[config.mk]
export PLATFORM = sky130hd
export DESIGN_NAME = phase_sequencer
export DESIGN_NICKNAME = d
export VERILOG_FILES = /design/src/rtl/seq_pkg.sv /design/src/rtl/seq_timebase.sv /design/src/rtl/seq_fsm.sv /design/src/rtl/phase_sequencer.sv
export SDC_FILE = /design/constraint.sdc
export NUM_CORES = 1
export LEC_CHECK = 0
export ABC_CLOCK_PERIOD_IN_PS = 3110
export BUFFER_PORTS_ARGS = -buffer_cell sky130_fd_sc_hd__buf_4
export CAP_MARGIN = 30
export CORE_ASPECT_RATIO = 1.4
export CORE_MARGIN = 1
export CORE_UTILIZATION = 50
export DETAILED_ROUTE_END_ITERATION = 6
export PLACE_DENSITY = 0.67
export SLEW_MARGIN = 40
export SYNTH_ARGS = -nofsm -noshare
export SYNTH_HDL_FRONTEND = slang
export SYNTH_SLANG_ARGS = --single-unit
[constraint.sdc]
create_clock -name clk -period 3.11 [get_ports clk]
set_input_delay 0 -clock clk [delete_from_list [all_inputs] [get_ports clk]]
set_output_delay 0 -clock clk [all_outputs]
set_load 0.02 [all_outputs]
[src/rtl/seq_pkg.sv]
package seq_pkg;

  localparam int NUM_PHASES = 6;

  typedef enum logic [2:0] {
    PH_PREP  = 3'd0,
    PH_RUN   = 3'd1,
    PH_HALT  = 3'd2,
    PH_QUERY = 3'd3,
    PH_SHOW  = 3'd4,
    PH_END   = 3'd5
  } phase_e;

  typedef int unsigned dwell_tbl_t [NUM_PHASES];

  // Strobes and state handed from the phase controller to the timebase
  typedef struct packed {
    phase_e phase;
    logic   advance;
  } ctrl_strobe_t;

  function automatic phase_e nextPhase(phase_e p);
    return (p == PH_END) ? PH_PREP : phase_e'(p + 3'd1);
  endfunction

  function automatic int unsigned dwellSum(dwell_tbl_t t);
    int unsigned s = 0;
    for (int i = 0; i < NUM_PHASES; i++) s += t[i];
    return s;
  endfunction

endpackage

[src/rtl/seq_timebase.sv]
module seq_timebase
  import seq_pkg::*;
#(
  parameter int unsigned TICK_DIV    = 25_000_000,
  parameter int unsigned DWELL_W     = 8,
  parameter dwell_tbl_t  PHASE_DWELL = '{20, 20, 20, 20, 20, 20}
) (
  input  logic         clk,
  input  logic         rstN,
  input  ctrl_strobe_t ctrl,
  output logic         tick,
  output logic         expire
);

  localparam int unsigned DIV_W = (TICK_DIV > 2) ? $clog2(TICK_DIV) : 1;
  localparam logic [DIV_W-1:0] DIV_LAST = DIV_W'(TICK_DIV - 1);

  logic [DIV_W-1:0]   divCnt;
  logic               tickQ;
  logic [DWELL_W-1:0] dwellCnt;
  logic [DWELL_W-1:0] dwellLast [NUM_PHASES];
  logic [DWELL_W-1:0] curLast;

  // Clock divider: free running, wraps at TICK_DIV
  always_ff @(posedge clk or negedge rstN) begin
    if (!rstN) begin
      divCnt <= '0;
      tickQ  <= 1'b0;
    end else begin
      divCnt <= (divCnt == DIV_LAST) ? '0 : divCnt + 1'b1;
      tickQ  <= (divCnt == DIV_LAST);
    end
  end

  // Per-phase terminal values of the dwell counter
  for (genvar g = 0; g < NUM_PHASES; g++) begin : g_last
    assign dwellLast[g] = DWELL_W'(PHASE_DWELL[g] - 1);
  end

  always_comb begin
    curLast = '0;
    for (int i = 0; i < NUM_PHASES; i++)
      if (ctrl.phase == phase_e'(i)) curLast = dwellLast[i];
  end

  assign tick   = tickQ;
  assign expire = tickQ && (dwellCnt == curLast);

  // Dwell counter: cleared on entry to each phase, advances on ticks
  always_ff @(posedge clk or negedge rstN) begin
    if (!rstN)             dwellCnt <= '0;
    else if (ctrl.advance) dwellCnt <= '0;
    else if (tickQ)        dwellCnt <= dwellCnt + 1'b1;
  end

  // ticks are isolated single-clock pulses
  p_tick_gap_r2: assert property (@(posedge clk) disable iff (!rstN)
    tickQ |=> !tickQ);

  // the counter never runs past the limit of the current phase
  p_dwell_bound_r2: assert property (@(posedge clk) disable iff (!rstN)
    (ctrl.phase <= PH_END) |-> (dwellCnt <= curLast));

endmodule

[src/rtl/seq_fsm.sv]
module seq_fsm
  import seq_pkg::*;
(
  input  logic         clk,
  input  logic         rstN,
  input  logic         expire,
  output ctrl_strobe_t ctrl,
  output logic         phaseChange,
  output logic         cycleDone
);

  phase_e phaseQ;
  logic   legal;

  assign legal        = (phaseQ <= PH_END);
  assign ctrl.phase   = phaseQ;
  assign ctrl.advance = legal && expire;

  always_ff @(posedge clk or negedge rstN) begin
    if (!rstN) begin
      phaseQ      <= PH_PREP;
      phaseChange <= 1'b0;
      cycleDone   <= 1'b0;
    end else begin
      phaseChange <= 1'b0;
      cycleDone   <= 1'b0;
      if (!legal) begin
        phaseQ <= PH_PREP;              // recovery of codes 6 and 7
      end else if (expire) begin
        phaseQ      <= nextPhase(phaseQ);
        phaseChange <= 1'b1;
        cycleDone   <= (phaseQ == PH_END);
      end
    end
  end

  p_legal_code_r6: assert property (@(posedge clk) disable iff (!rstN)
    phaseQ <= PH_END);

  p_order_r1: assert property (@(posedge clk) disable iff (!rstN)
    phaseChange |-> (phaseQ == (($past(phaseQ) == PH_END) ? PH_PREP
                                 : phase_e'($past(phaseQ) + 3'd1))));

  p_hold_r1: assert property (@(posedge clk) disable iff (!rstN)
    !phaseChange |-> $stable(phaseQ));

  p_one_clock_r3: assert property (@(posedge clk) disable iff (!rstN)
    phaseChange |=> !phaseChange);

  p_done_wrap_r4: assert property (@(posedge clk) disable iff (!rstN)
    cycleDone |-> (phaseChange && phaseQ == PH_PREP));

  p_done_single_r4: assert property (@(posedge clk) disable iff (!rstN)
    cycleDone |=> !cycleDone);

endmodule

[src/rtl/phase_sequencer.sv]
module phase_sequencer
  import seq_pkg::*;
#(
  parameter int unsigned TICK_DIV     = 25_000_000,
  parameter int unsigned DWELL_W      = 8,
  parameter dwell_tbl_t  PHASE_DWELL  = '{20, 20, 20, 20, 20, 20},
  parameter int unsigned BUDGET_TICKS = 180
) (
  input  logic       clk,
  input  logic       rstN,
  output logic [2:0] phaseCode,
  output logic       phaseChange,
  output logic       cycleDone
);

  if (dwellSum(PHASE_DWELL) > BUDGET_TICKS) begin : g_budget_chk
    $error("dwell times exceed the cycle budget");
  end
  if (TICK_DIV < 2) begin : g_div_chk
    $error("tick divisor must be at least 2");
  end
  for (genvar g = 0; g < NUM_PHASES; g++) begin : g_dwell_chk
    if (PHASE_DWELL[g] == 0 || PHASE_DWELL[g] > (1 << DWELL_W)) begin : g_bad
      $error("dwell value out of range");
    end
  end

  ctrl_strobe_t ctrl;
  logic         tick;
  logic         expire;

  seq_timebase #(
    .TICK_DIV   (TICK_DIV),
    .DWELL_W    (DWELL_W),
    .PHASE_DWELL(PHASE_DWELL)
  ) timebase_i (
    .clk   (clk),
    .rstN  (rstN),
    .ctrl  (ctrl),
    .tick  (tick),
    .expire(expire)
  );

  seq_fsm fsm_i (
    .clk        (clk),
    .rstN       (rstN),
    .expire     (expire),
    .ctrl       (ctrl),
    .phaseChange(phaseChange),
    .cycleDone  (cycleDone)
  );

  assign phaseCode = ctrl.phase;

endmodule

==> results.md <==
* Status: finished clean
* Asr flop ratio synth at between 90% and 100%
* Via count at between 1000 and 1500
* Crit Path Category: flop to flop
* Port Buffers at 6
* Slew HR at between 60 and 70%
* N_diodes at 0
* Initial antenna violation count at 0
* Buffers & Inverters on Critical Path at 1
* Unrepaired setup endpoints after global routing: false
* Fin crit period at 1.93 ns
* Worst R2R Start: timebase_i.divCnt[15]
* Worst reg2reg setup slack at around 1.2 ns
* Worst-path clk slew at 0.07 ns
* Synth Instances at 177
* CTS max path bufs at 2
* Worst EP required at 3.28 ns
* Worst hold slack at approximately 0.21 ns
* First-pass GRT wire length at between 5000 and 6000 um
* FP Rows at 26
* NumNets Final at 189
* Drt pass-1 iters at 4
* Antenna Violating Nets Remaining at 0
* DP HPWL at 2410 um
* Final TNS setup at 0 ns
* Layout cell share with drive strength beyond 1 at 15.7%
* # setup viols final at 0
* Total core area at 3680 um^2
* Maximum number of pins on one net before global-route repair at 40
* Final worst-path cycle share at 62.2%
* Root Driver: clkbuf_8
* Critical Path AT at around 2.1 ns
* Worst vdd ir at a little over 300 uV
* CTS resizes at 0
* Initial DRC count at 26
* Final WL at 3500 um
* Worst path max stage delay at 0.46 ns
* Remaining global-route overflow at 0
* Final Wtd Congestion at 0.824
* CP startpoint: timebase_i.divCnt[15]
* Final Slew Violations at 0
* Max-Cap Viols at 0
* DIE AREA at ~4000 um^2
* Max H-tree Level at 2
* Area after DPL at between 1500 and 2000 um^2
* # IOs at 7
* Drt drc at 0
* Seq cells post-synth at 39
* Unique masters post-synth at 41
* Syn Std Cell Area at 1930 um^2
* Initial core utilization at 52.4%
* Total CTS buffers at 5
* Post-Syn Nets at 181
* CP max FO at 10
* Worst min-delay path class: input pin to async pin
* CTS tree: yes
* Seq/Total Area, Yosys at 50.6%
* Tightest Pin Transition at slightly below 0.5 ns
* Layout Skew at between 0.005 and 0.006 ns
* Fill cells at between 300 and 400
* Final Power at approximately 0.86 mW
* Setup crit end kind: flop
* DIE HEIGHT at 75.5 um
* Sink Count at 39
* Worst skew pair latency at 0.29 ns
* Finished Cell Area at approximately 2100 um^2
* Leakage at between 0.9 and 1 nW
* Synthesis-to-layout area growth at 7.27%
* Synth warn at 0
* Type of origin of the critical path: flop
* Crit path cell chain: nor4_1 > nand2_1 > nor4_4 > buf_4 > a21oi_1
* Number of flops mapped to enable cells by yosys at 0
* GRT Util Overall at 19.3%
* Slowest cell on crit path: nor4_4
* Power Density at around 420 nW/um^2
* Max Fclk at roughly 520 MHz
* Vias in the first global route at 1295
* Die Width at between 50 and 60 um
* Main synth FF type: dfrtp_1
* Final hold vios at 0
* Syn avg cell area at 10.9 um^2
* Avg Vias per Cell at 5.71
* Cell family with most CP delay: simple AND/OR/NAND/NOR gates
* Average wire per standard cell at 15.4 um
## layout by cell type, fill, tap and decap left out, types with 3 or more instances in the layout
cell type / instances
nor2_1: 14
nand3_1: 9
a21oi_2: 3
or4_4: 3
o31ai_1: 4
dfrtp_1: 39
and3_1: 4
a21oi_1: 7
or3_1: 4
xnor2_1: 11
and2_1: 3
nand2_1: 15
buf_4: 7
o21ai_0: 4
clkbuf_8: 6
xor2_1: 11
mux2i_1: 3
nand4_1: 6
## sequential cells by signal, indices dropped and copies added, names as in the netlist
register	count
timebase_i.dwellCnt	8
timebase_i.divCnt	25
fsm_i.cycleDone	1
timebase_i.tick	1
fsm_i.phaseQ	3
fsm_i.phaseChange	1
## path summary, 6_finish.rpt
check,cells past startpoint,endpoint
worst max register to register,5,timebase_i.divCnt[20]
worst min register to register,1,timebase_i.divCnt[0]
worst max-delay path,5,timebase_i.divCnt[20]
max in group asynchronous,2,timebase_i.divCnt[0]
worst min-delay path,2,timebase_i.dwellCnt[1]
min in group clk,1,timebase_i.divCnt[0]
## what timing repair did
item	4_1_cts	5_1_grt
endpoints found under the hold margin	39	0
hold buffers	1	0
buffers inserted	0	0
## area by class of cell
cell class,instances,area (um^2),area share (%)
clock buffer,6,82.6,4.00
clock inverter,1,5.00,0.242
inverter,2,7.51,0.363
multi-input combinational,129,881,42.6
sequential,39,976,47.2
tap,42,52.6,2.54
timing repair buffer,8,62.6,3.03
## routing by layer
layer | share of wire (%) | routed length (um) | GRT usage, %
met1 | 43 | 1520 | 21.9
met2 | 52 | 1840 | 33.5
met3 | 2.5 | 86 | 5.39
met4 | 1.7 | 61 | 7.69
met5 | 0 | 0 | 0
## per-stage QoR
| step | utilization [%] | std cells | setup WS (ns) |
|---|---|---|---|
| 2_1_floorplan | - | 177 | 1.44 |
| 3_3_place_gp | 53.4 | 218 | 1.04 |
| 3_5_place_dp | 53.4 | 218 | 1.05 |
| 4_1_cts | 56.0 | 226 | 1.02 |
| 5_1_grt | 56.2 | 227 | 1.07 |
| 6_report | 56.2 | 227 | 1.18 |
## cells in the mapped netlist (all sizes together), types with 2 or more instances
| library cell | instances | area (um^2) |
|---|---|---|
| o31ai | 4 | 30.0 |
| dfrtp | 39 | 976 |
| nand3 | 10 | 62.6 |
| or3 | 4 | 25.0 |
| inv | 2 | 7.51 |
| a21oi | 10 | 61.3 |
| nor2 | 14 | 52.6 |
| or4 | 5 | 48.8 |
| clkbuf | 2 | 17.5 |
| mux2i | 3 | 30.0 |
| xor2 | 11 | 96.3 |
| nand2b | 3 | 21.3 |
| and3 | 5 | 32.5 |
| buf | 5 | 45.0 |
| nor4b | 2 | 17.5 |
| and2 | 4 | 26.3 |
| o22a | 2 | 17.5 |
| xnor2 | 11 | 96.3 |
| ha | 2 | 25.0 |
| nand2 | 15 | 56.3 |
| nand4 | 6 | 37.5 |
| nor4 | 2 | 27.5 |
| nor3 | 2 | 10.0 |
| and4 | 5 | 50.1 |
| o21ai | 4 | 20.0 |
## cell families (layout without fill, tap and decap cells)
logic type	count (synthesis)	count (layout)	share of synthesized area (%)
and+or+nand+nor	81	81	25.7
DFF	39	39	50.6
xor gates and xnor gates	22	22	10.0
AOI/OAI and AO/OA	21	21	7.14
buffers and inverters	9	17	3.64
muxes	3	3	1.56
adders and majority gates	2	2	1.30
## power breakdown
| part | internal, mW | switching [mW] | total (mW) |
|---|---|---|---|
| clock | 0.174 | 0.168 | 0.342 |
| combinational | 0.00166 | 0.00967 | 0.0113 |
| sequential | 0.507 | 0 | 0.507 |
## worst register-to-register path: cells and delay by family, from the launching register on
family          cells  cell delay [ns]
simple gates        3             1.06
flops               1             0.43
buf+inv             1             0.27
compound gates      1             0.06
Power figures use the tool's default switching activity.
